$ cat src/rtl/rxs_pkg.sv
package rxs_pkg;
  localparam int CHAR_W     = 8;
  localparam int MAX_FACTOR = 64;
  localparam int CNT_W      = $clog2(MAX_FACTOR);

  typedef enum logic [2:0] {
    ST_IDLE,
    ST_START,
    ST_DATA,
    ST_PAR,
    ST_STOP
  } rx_state_e;

  // Last count value in one bit time, per rate code.
  function automatic logic [CNT_W-1:0] bit_last(input logic [1:0] rate);
    case (rate)
      2'b10:   bit_last = CNT_W'(15);
      2'b11:   bit_last = CNT_W'(MAX_FACTOR - 1);
      default: bit_last = '0;
    endcase
  endfunction

  // Count value at which the start bit is rechecked.
  function automatic logic [CNT_W-1:0] half_last(input logic [1:0] rate);
    case (rate)
      2'b10:   half_last = CNT_W'(7);
      2'b11:   half_last = CNT_W'(MAX_FACTOR / 2 - 1);
      default: half_last = '0;
    endcase
  endfunction
endpackage

$ cat src/rtl/rxs_sync.sv
module rxs_sync #(
  parameter int STAGES = 2
) (
  input  logic clk,
  input  logic rst,
  input  logic d_in,
  output logic q_out
);
  logic [STAGES-1:0] stage_q;

  // Every stage resets high, the idle level of the line.
  generate
    for (genvar g = 0; g < STAGES; g++) begin : g_stage
      if (g == 0) begin : g_first
        always_ff @(posedge clk) begin
          if (rst) stage_q[0] <= 1'b1;
          else     stage_q[0] <= d_in;
        end
      end else begin : g_next
        always_ff @(posedge clk) begin
          if (rst) stage_q[g] <= 1'b1;
          else     stage_q[g] <= stage_q[g-1];
        end
      end
    end
  endgenerate

  assign q_out = stage_q[STAGES-1];
endmodule

$ cat src/rtl/rxs_frame.sv
module rxs_frame
  import rxs_pkg::*;
(
  input  logic              clk,
  input  logic              rst,
  input  logic              tick,
  input  logic              line,
  input  logic              en,
  input  logic [1:0]        rate,
  input  logic [1:0]        len,
  input  logic              pen,
  input  logic              podd,
  output logic              done_o,
  output logic [CHAR_W-1:0] data_o,
  output logic              perr_o,
  output logic              ferr_o
);
  rx_state_e         state_q;
  logic [CNT_W-1:0]  cnt_q;
  logic [CNT_W-1:0]  last_q;
  logic [CNT_W-1:0]  half_q;
  logic [2:0]        bitn_q;
  logic [1:0]        len_q;
  logic              pen_q, podd_q, acc_q, perr_q;
  logic [CHAR_W-1:0] shreg_q;
  logic              at_mid;
  logic              last_bit;

  assign at_mid   = (cnt_q == last_q);
  assign last_bit = (bitn_q == 3'(3'd4 + {1'b0, len_q}));

  always_ff @(posedge clk) begin
    done_o <= 1'b0;
    if (rst) begin
      state_q <= ST_IDLE;
      cnt_q   <= '0;
      last_q  <= '0;
      half_q  <= '0;
      bitn_q  <= '0;
      len_q   <= '0;
      pen_q   <= 1'b0;
      podd_q  <= 1'b0;
      acc_q   <= 1'b0;
      perr_q  <= 1'b0;
      shreg_q <= '0;
      data_o  <= '0;
      perr_o  <= 1'b0;
      ferr_o  <= 1'b0;
    end else if (!en) begin
      state_q <= ST_IDLE;
      cnt_q   <= '0;
    end else if (tick) begin
      case (state_q)
        ST_IDLE: begin
          if (!line) begin
            last_q  <= bit_last(rate);
            half_q  <= half_last(rate);
            len_q   <= len;
            pen_q   <= pen;
            podd_q  <= podd;
            acc_q   <= 1'b0;
            perr_q  <= 1'b0;
            bitn_q  <= '0;
            shreg_q <= '0;
            cnt_q   <= '0;
            state_q <= (bit_last(rate) == '0) ? ST_DATA : ST_START;
          end
        end
        ST_START: begin
          if (cnt_q == half_q) begin
            cnt_q   <= '0;
            state_q <= line ? ST_IDLE : ST_DATA;
          end else begin
            cnt_q <= cnt_q + 1'b1;
          end
        end
        ST_DATA: begin
          if (at_mid) begin
            cnt_q   <= '0;
            shreg_q <= {line, shreg_q[CHAR_W-1:1]};
            acc_q   <= acc_q ^ line;
            bitn_q  <= bitn_q + 1'b1;
            if (last_bit) state_q <= pen_q ? ST_PAR : ST_STOP;
          end else begin
            cnt_q <= cnt_q + 1'b1;
          end
        end
        ST_PAR: begin
          if (at_mid) begin
            cnt_q   <= '0;
            perr_q  <= ((acc_q ^ line) != podd_q);
            state_q <= ST_STOP;
          end else begin
            cnt_q <= cnt_q + 1'b1;
          end
        end
        ST_STOP: begin
          if (at_mid) begin
            cnt_q   <= '0;
            done_o  <= 1'b1;
            data_o  <= shreg_q >> (2'd3 - len_q);
            perr_o  <= perr_q;
            ferr_o  <= !line;
            state_q <= ST_IDLE;
          end else begin
            cnt_q <= cnt_q + 1'b1;
          end
        end
        default: state_q <= ST_IDLE;
      endcase
    end
  end

  // a low enable returns the receiver to idle on the next edge
  a_r12_disable_idle: assert property (@(posedge clk) disable iff (rst)
    !en |=> state_q == ST_IDLE);

  // leaving idle needs a low line sample taken on a pulse
  a_r2_start_low: assert property (@(posedge clk) disable iff (rst)
    (state_q != ST_IDLE && $past(state_q) == ST_IDLE) |-> ($past(tick) && !$past(line)));

  // the bit-time counter never passes its last count
  a_r4_cnt_bound: assert property (@(posedge clk) disable iff (rst)
    (state_q == ST_DATA || state_q == ST_PAR || state_q == ST_STOP) |-> cnt_q <= last_q);
endmodule

$ cat src/rtl/rxs_buffer.sv
module rxs_buffer
  import rxs_pkg::*;
(
  input  logic              clk,
  input  logic              rst,
  input  logic              done_i,
  input  logic [CHAR_W-1:0] data_i,
  input  logic              perr_i,
  input  logic              ferr_i,
  input  logic              rd_ack,
  input  logic              err_clr,
  output logic [CHAR_W-1:0] data_q,
  output logic              rdy_q,
  output logic              perr_q,
  output logic              ovr_q,
  output logic              ferr_q
);
  always_ff @(posedge clk) begin
    if (rst) begin
      data_q <= '0;
      rdy_q  <= 1'b0;
      perr_q <= 1'b0;
      ovr_q  <= 1'b0;
      ferr_q <= 1'b0;
    end else begin
      if (done_i)      rdy_q <= 1'b1;
      else if (rd_ack) rdy_q <= 1'b0;
      if (done_i) data_q <= data_i;
      perr_q <= (perr_q & !err_clr) | (done_i & perr_i);
      ferr_q <= (ferr_q & !err_clr) | (done_i & ferr_i);
      ovr_q  <= (ovr_q  & !err_clr) | (done_i & rdy_q & !rd_ack);
    end
  end

  // ready rises only after a completed character
  a_r9_ready_rise: assert property (@(posedge clk) disable iff (rst)
    $rose(rdy_q) |-> $past(done_i));

  // a completion onto an unread character raises overrun
  a_r10_overrun: assert property (@(posedge clk) disable iff (rst)
    (done_i && rdy_q && !rd_ack) |=> ovr_q);

  // error flags fall only after an error-clear command
  a_r11_perr_sticky: assert property (@(posedge clk) disable iff (rst)
    $fell(perr_q) |-> $past(err_clr));
  a_r11_ferr_sticky: assert property (@(posedge clk) disable iff (rst)
    $fell(ferr_q) |-> $past(err_clr));
  a_r11_ovr_sticky: assert property (@(posedge clk) disable iff (rst)
    $fell(ovr_q) |-> $past(err_clr));
endmodule

$ cat src/rtl/serial_async_rx.sv
module serial_async_rx
  import rxs_pkg::*;
#(
  parameter int SYNC_STAGES = 2
) (
  input  logic              clk,
  input  logic              rst,
  input  logic              rx_tick,
  input  logic              rx_line,
  input  logic              rx_en,
  input  logic [1:0]        rate_sel,
  input  logic [1:0]        len_sel,
  input  logic              par_en,
  input  logic              par_odd,
  input  logic              rd_ack,
  input  logic              err_clr,
  output logic [CHAR_W-1:0] rx_data,
  output logic              rx_ready,
  output logic              err_parity,
  output logic              err_overrun,
  output logic              err_frame
);
  logic              line_s;
  logic              done_w, perr_w, ferr_w;
  logic [CHAR_W-1:0] char_w;

  rxs_sync #(.STAGES(SYNC_STAGES)) sync_i (
    .clk(clk), .rst(rst), .d_in(rx_line), .q_out(line_s)
  );

  rxs_frame frame_i (
    .clk(clk), .rst(rst), .tick(rx_tick), .line(line_s), .en(rx_en),
    .rate(rate_sel), .len(len_sel), .pen(par_en), .podd(par_odd),
    .done_o(done_w), .data_o(char_w), .perr_o(perr_w), .ferr_o(ferr_w)
  );

  rxs_buffer buffer_i (
    .clk(clk), .rst(rst), .done_i(done_w), .data_i(char_w),
    .perr_i(perr_w), .ferr_i(ferr_w), .rd_ack(rd_ack), .err_clr(err_clr),
    .data_q(rx_data), .rdy_q(rx_ready), .perr_q(err_parity),
    .ovr_q(err_overrun), .ferr_q(err_frame)
  );
endmodule

$ cat config.mk
export PLATFORM = sky130hd
export DESIGN_NAME = serial_async_rx
export DESIGN_NICKNAME = d
export VERILOG_FILES = /design/src/rtl/rxs_pkg.sv /design/src/rtl/rxs_sync.sv /design/src/rtl/rxs_frame.sv /design/src/rtl/rxs_buffer.sv /design/src/rtl/serial_async_rx.sv
export SDC_FILE = /design/constraint.sdc
export NUM_CORES = 1
export LEC_CHECK = 0
export BUFFER_PORTS_ARGS = -buffer_cell sky130_fd_sc_hd__clkbuf_2
export CAP_MARGIN = 10
export CORE_ASPECT_RATIO = 1.75
export CORE_MARGIN = 2
export CORE_UTILIZATION = 25
export CTS_CLUSTER_DIAMETER = 150
export DETAILED_ROUTE_END_ITERATION = 7
export PLACE_DENSITY = 0.45
export SYNTH_ARGS = -nofsm -noshare
export SYNTH_HDL_FRONTEND = slang
export SYNTH_SLANG_ARGS = --single-unit
$ cat constraint.sdc
create_clock -name clk -period 2.2 [get_ports clk]
set_input_delay 0.22 -clock clk [delete_from_list [all_inputs] [get_ports clk]]
set_output_delay 0.22 -clock clk [all_outputs]
set_load 0.03 [all_outputs]
==> results of run 1 <==
per-layer routing:
metal / vias to the layer above / part of all wire (%) / track usage (%)
met5: - / 0 / 0
met1: 1041 / 41 / 13.2
met2: 25 / 53 / 23.4
li1: 1119 / - / -
met4: 0 / 3.6 / 6.80
met3: 10 / 2.4 / 2.72
cell type report:
class | count | area, um^2
multi-input cells | 219 | 1320
fillers | 1055 | 6830
clock inverters | 3 | 26.3
clock buffers | 5 | 125
inverters | 4 | 15.0
well taps | 125 | 156
flip-flops and latches | 53 | 1060
repair buffers | 42 | 255
stage by stage:
step | total power, mW | setup slack [ps] | instance area [um^2]
2_1_floorplan | 1.04 | 415 | 2490
5_1_grt | 1.97 | 182 | 2960
4_1_cts | 1.92 | 307 | 2960
3_3_place_gp | 1.08 | 365 | 2810
3_5_place_dp | 1.08 | 325 | 2810
6_report | 1.88 | 325 | 2960
final timing paths:
check / end / slack (ps) / cells after the start
max: frame_i.cnt_q[4]$_SDFFE_PP0P_ / 330 / 4
min: sync_i.stage_q[0]$_SDFF_PP1_ / 100 / 2
max reg2reg: frame_i.cnt_q[4]$_SDFFE_PP0P_ / 330 / 4
min reg2reg: sync_i.q_out$_SDFF_PP1_ / 420 / 1
logic make-up after synthesis:
| logic type | count (synthesis) |
|---|---|
| buffers and inverters | 26 |
| AND/OR/NAND/NOR | 117 |
| flip-flops | 53 |
| AO/OA/AOI/OAI | 72 |
| multiplexers | 20 |
| adder cells (fa/ha/maj) | 2 |
| XOR/XNOR | 8 |
power breakdown:
| group | leakage [nW] | switching, mW | total (mW) | internal, mW |
|---|---|---|---|---|
| Combinational | 0.596 | 0.0619 | 0.0943 | 0.0324 |
| Clock | 0.0744 | 0.387 | 0.818 | 0.431 |
| Sequential | 0.427 | 0.00301 | 0.965 | 0.962 |
| Total | 1.10 | 0.452 | 1.88 | 1.43 |
synth_stat cells (all sizes together), types with 2 or more instances:
cell type	instances	area [um^2]
a21oi	28	140
nand2	33	124
mux2i	17	170
dfxtp	53	1060
or3	3	18.8
ha	2	25.0
nor2	29	109
mux2	2	22.5
nand3	11	55.1
a211oi	2	20.0
buf	8	38.8
o211ai	3	22.5
xnor2	6	52.6
nor4	5	37.5
nor2b	3	18.8
nor3	5	30.0
a31oi	3	18.8
a311oi	2	17.5
o21ai	21	109
a31o	2	17.5
or2	3	18.8
nand4	12	75.1
xor2	2	17.5
inv	4	15.0
and3	6	37.5
or4	4	30.0
clkbuf	14	52.6
a22oi	3	22.5
registers in the layout, summed over array words and instances, names as in the netlist, 2 cells and up:
| signal | count |
|---|---|
| frame_i.len_q | 2 |
| frame_i.bitn_q | 3 |
| frame_i.shreg_q | 8 |
| frame_i.state_q | 3 |
| frame_i.data_o | 8 |
| buffer_i.data_q | 8 |
| frame_i.cnt_q | 6 |
| frame_i.last_q | 2 |
critical path: stages (launching register included):
cell,delay (ps)
dfxtp_1,440
or4b_1,530
and3_1,310
o211a_1,220
nor4_1,280
placed cells by master, fill, tap and decap left out, types with 11 or more instances in the layout:
cell type | netlist | layout
dfxtp_1 | 53 | 53
clkbuf_2 | 0 | 24
a21oi_1 | 28 | 28
mux2i_1 | 17 | 17
buf_4 | 0 | 18
nand4_1 | 12 | 12
o21ai_0 | 19 | 19
nor2_1 | 29 | 29
nand2_1 | 33 | 33
nand3_1 | 11 | 11
==> flow_summary_export.csv, run 1 <==
group,metric,value,unit
outcome,status,"complete, no violations",
synthesis,synth_top_family_by_area,"simple AND/OR/NAND/NOR gates",
cells_and_area,final_util,30.3,%
clock_tree,cts_tree,"built",
critical_path,arrival,2080,ps
min_path,worstHoldStart,"rx_line",
routing,via_per_inst,4.87,
timing,period_share,85.2,%
synthesis,synth_edf_count,0,
routing,route.detailed.drc,0,
timing,rsz0062_at_grt,"no",
floorplanning,die_h,136,um
clock_tree,htreeDepth,2,
floorplanning,std_cell_rows,48,
min_path,hp-class,"primary input to register",
clock_tree,insertion_delay,300,ps
synthesis,synthAdderAreaFrac,1.00,%
clock_tree,cts_sinks,53,
timing,max_slew_margin,60.3,%
pwr,power.density,633,nW/um^2
place,place_hpwl,4810,um
synthesis,ys_warn_count,0,
timing,setup_tns,0,ps
critical_path,worst_setup_path_end_kind,"register",
routing,drt-initial-drc-count,90,
timing,hold_violations,0,
floorplanning,ios,25,
critical_path,crit_type,"register to register",
floorplanning,coreArea,9790,um^2
place,dpl.cell_count,443,
clock_tree,post_cts_resized,0,
cells_and_area,drive_above_1_share,19.0,%
routing,ant_nets,0,
timing,post-route-min-period,1870,ps
clock_tree,cts.clk_slew.worst_paths,70,ps
floorplanning,initial_utilization,25.4,%
synthesis,synthMuxAreaShare,8.64,%
routing,finalWirelength,6470,um
critical_path,startpoint_type,"register",
timing,setup_viol,0,
critical_path,cp-startpoint,"frame_i.state_q[1]$_SDFFE_PP0P_",
synthesis,yosys.area_share.xor_xnor,2.81,%
synthesis,synth-compound-area-share,17.4,%
synthesis,synth-seq-area-share,42.6,%
timing,finClkSkew,7.14,ps
grt,grt_pass1_vias,2110,
run,drv_cap,0,
pwr,leakagePower,1.10,nW
clock_tree,ctsHoldBuffers,0,
clock_tree,cts-root-buf,"clkbuf_16",
cells_and_area,n_antenna_cell,0,
synthesis,avgSynthCellArea,8.36,um^2
cells_and_area,area_delta_synth_final,18.9,%
critical_path,r2r_start,"frame_i.state_q[1]$_SDFFE_PP0P_",
synthesis,synthArstFlopShare,0,%
clock_tree,post_cts_buffers,0,
timing,drv_slew,0,
synthesis,syn_area,2490,um^2
critical_path,worstPathRequired,2410,ps
synthesis,synthFlopType,"dfxtp_1",
synthesis,synthesis.nets,313,
place,io_buffers,24,
timing,worstMarginPinSlew,594,ps
synthesis,synth_seq_cells,53,
synthesis,syn_inst,298,
critical_path,cp_max_fo,13,
grt,grt_max_degree,42,
timing,fmaxAchievable,533,MHz
pwr,irDropWorstVdd,341,uV
timing,hold_ws,100,ps
clock_tree,clock_tree.buffer_depth,2,
routing,vias,2195,
cells_and_area,nets,340,
place,gp_congestion,0.782,
synthesis,yosys.area_share.simple,23.3,%
grt,grt_pass1_wl,10600,um
grt,antenna_found_initial,0,
clock_tree,cts_buffers,5,
floorplanning,dieArea,10800,um^2
floorplanning,chipWidth,79.5,um
grt,grt.total_usage,12.8,%
routing,first_pass_iters,4,
routing,wl_per_cell,14.3,um
grt,grt-ovfl-total,0,
synthesis,synth_cell_types,46,
cells_and_area,fin_cells,451,
Note: power is estimated with default switching activity, not from simulation.
==> inputs of run 2 (changes only) <==
- CORE_UTILIZATION: 25 -> 58
- PLACE_DENSITY: 0.45 -> 0.84
==> run 2 against run 1 <==
  * Core utilization up 37 points
  * Clock skew up 3.8 ps
  * Sequential power about the same
  * Worst setup slack worse by 160 ps
  * Maximum frequency down 7.9%
  * Wire length down 15%
  * Non-clock buffer count down 6
  * First-iteration DRC count down 22%
  * Global-route usage up 13 points
  * Largest power group unchanged
==> flow_summary_export.csv, run 2 (synthesis gave the netlist of run 1 again) <==
group,metric,value,unit
floorplanning,die_h,90.7,um
pwr,swShare,21.0,%
routing,finalWirelength,5470,um
cells_and_area,mostFrequentLayoutCells,"dfxtp_1 (53), nand2_1 (33), nor2_1 (29), a21oi_1 (28), clkbuf_2 (24)",
cells_and_area,area_delta_synth_final,12.6,%
pwr,internal_power,1.44,mW
clock_tree,insertion_delay,310,ps
critical_path,worst-path-buf-inv,0,
timing,max_slew_margin,58.8,%
timing,rsz0062_at_grt,"no",
place,io_buffers,24,
routing,vias,2226,
critical_path,crit_type,"register to register",
timing,setup_viol,0,
floorplanning,chipWidth,53.5,um
clock_tree,cts_sinks,53,
critical_path,worst_setup_path_end_kind,"register",
run,drv_cap,0,
grt,grt_pass1_wl,9360,um
place,place_hpwl,4000,um
timing,drv_slew,0,
routing,ant_nets,0,
pwr,seqPwrFrac,52.8,%
timing,worstMarginPinSlew,616,ps
timing,finClkSkew,10.9,ps
cells_and_area,drive_above_1_share,17.5,%
pwr,p_sw,0.384,mW
timing,post-route-min-period,2040,ps
critical_path,max_stage_delay,560,ps
pwr,p_clk_share,42.3,%
clock_tree,post_cts_buffers,0,
grt,grt_max_degree,44,
clock_tree,htreeDepth,2,
clock_tree,ctsHoldBuffers,0,
cells_and_area,fill_cells,366,
critical_path,cp_cell_sequence,"or4b_1 -> and3_1 -> and3_1 -> nor4_1",
critical_path,startpoint_type,"register",
critical_path,r2r_start,"frame_i.state_q[1]$_SDFFE_PP0P_",
floorplanning,std_cell_rows,31,
clock_tree,clock_tree.buffer_depth,2,
timing,hold_violations,0,
routing,first_pass_iters,4,
grt,grt_pass1_vias,2171,
critical_path,timing.rr.end,"frame_i.cnt_q[5]$_SDFFE_PP0P_",
timing,fmaxAchievable,491,MHz
timing,setup_tns,0,ps
clock_tree,cts_buffers,5,
clock_tree,post_cts_resized,0,
floorplanning,dieArea,4860,um^2
critical_path,cp_max_fo,14,
grt,grt.total_usage,25.7,%
cells_and_area,final_common_cell,"dfxtp_1",
routing,drt-initial-drc-count,70,
floorplanning,coreArea,4150,um^2
routing,wl_per_cell,14.8,um
pwr,leakagePower,1.06,nW
min_path,worstHoldStart,"rx_line",
grt,grt-ovfl-total,0,
clock_tree,cts_tree,"built",
min_path,hold_depth,2,
place,gp_congestion,0.940,
cells_and_area,reg_top3,"buffer_i.data_q x8, frame_i.data_o x8, frame_i.shreg_q x8",
critical_path,r2r_cells,4,
clock_tree,cts.clk_slew.worst_paths,100,ps
floorplanning,ios,25,
pwr,power.density,652,nW/um^2
routing,route.detailed.drc,0,
outcome,status,"complete, no violations",
pwr,irDropWorstVdd,601,uV
critical_path,worstPathRequired,2390,ps
grt,antenna_found_initial,0,
place,dpl_cell_area,2670,um^2
timing,period_share,92.5,%
cells_and_area,final_area,2810,um^2
min_path,holdPathEnd,"sync_i.stage_q[0]$_SDFF_PP1_",
min_path,hp-class,"primary input to register",
clock_tree,cts-root-buf,"clkbuf_8",
critical_path,arrival,2230,ps
critical_path,slowest_stage,"or4b_1",
routing,via_per_inst,6.03,
pwr,comb_power_share,4.9,%
cells_and_area,n_antenna_cell,0,
critical_path,cp_top_family,"simple AND/OR/NAND/NOR gates",
cells_and_area,nets,334,
critical_path,critPathMostFrequentCell,"and3_1",
floorplanning,initial_utilization,60.0,%
critical_path,r2r_slack,160,ps
## run 2: cell count changes in the layout (fill, tap and decap cells not counted), sizes merged
cell / delta
bufinv: +2
clkinv: -1
buf: -6
inv: -1
## run 2: metrics by stage
step	utilization (%)	power, mW	std cells	hold WS (ps)	setup WS (ps)
finish	67.6	1.83	369	80.3	164
global route	67.6	1.88	369	96.9	64.8
CTS	67.6	1.84	369	78.4	176
detailed placement	64.4	1.08	361	401	234
global placement	64.4	1.08	361	397	272
floorplan	-	1.04	298	324	415
## run 2: power groups by stage
stage                     combinational, mW  sequential, mW  clock (mW)
after floorplan                      0.0559           0.986           0
after global placement               0.0866           0.988           0
after detailed placement             0.0876           0.989           0
after CTS                            0.0882           0.966       0.782
after global routing                 0.0993           0.967       0.817
final                                0.0893           0.966       0.773
## run 2: final cells by class
class	count	area (um^2)	area share, %
inverter	4	15.0	0.535
clock buffer	5	68.8	2.45
clock inverter	3	65.1	2.32
multi-input combinational	219	1320	47.2
sequential	53	1060	37.8
tap	49	61.3	2.19
timing repair buffer	36	210	7.49
## run 2: worst max path at each step
stage,slack [ps],cells past startpoint,endpoint,start
after floorplan,410,6,frame_i.data_o[5]$_SDFFE_PP0P_,frame_i.cnt_q[0]$_SDFFE_PP0P_
after global placement,270,5,frame_i.data_o[5]$_SDFFE_PP0P_,frame_i.cnt_q[0]$_SDFFE_PP0P_
after global routing,60,4,frame_i.cnt_q[5]$_SDFFE_PP0P_,frame_i.state_q[1]$_SDFFE_PP0P_
final,160,4,frame_i.cnt_q[5]$_SDFFE_PP0P_,frame_i.state_q[1]$_SDFFE_PP0P_
after CTS,180,4,frame_i.cnt_q[5]$_SDFFE_PP0P_,frame_i.state_q[1]$_SDFFE_PP0P_
after detailed placement,230,5,frame_i.data_o[5]$_SDFFE_PP0P_,frame_i.cnt_q[0]$_SDFFE_PP0P_
## run 2: per-layer routing
| layer | share of wire (%) | track usage, % | up-vias |
|---|---|---|---|
| li1 | - | - | 1111 |
| met1 | 37 | 26.3 | 1050 |
| met2 | 55 | 43.9 | 47 |
| met3 | 2.5 | 4.64 | 18 |
| met4 | 5.2 | 18.2 | 0 |
| met5 | 0 | 0 | - |
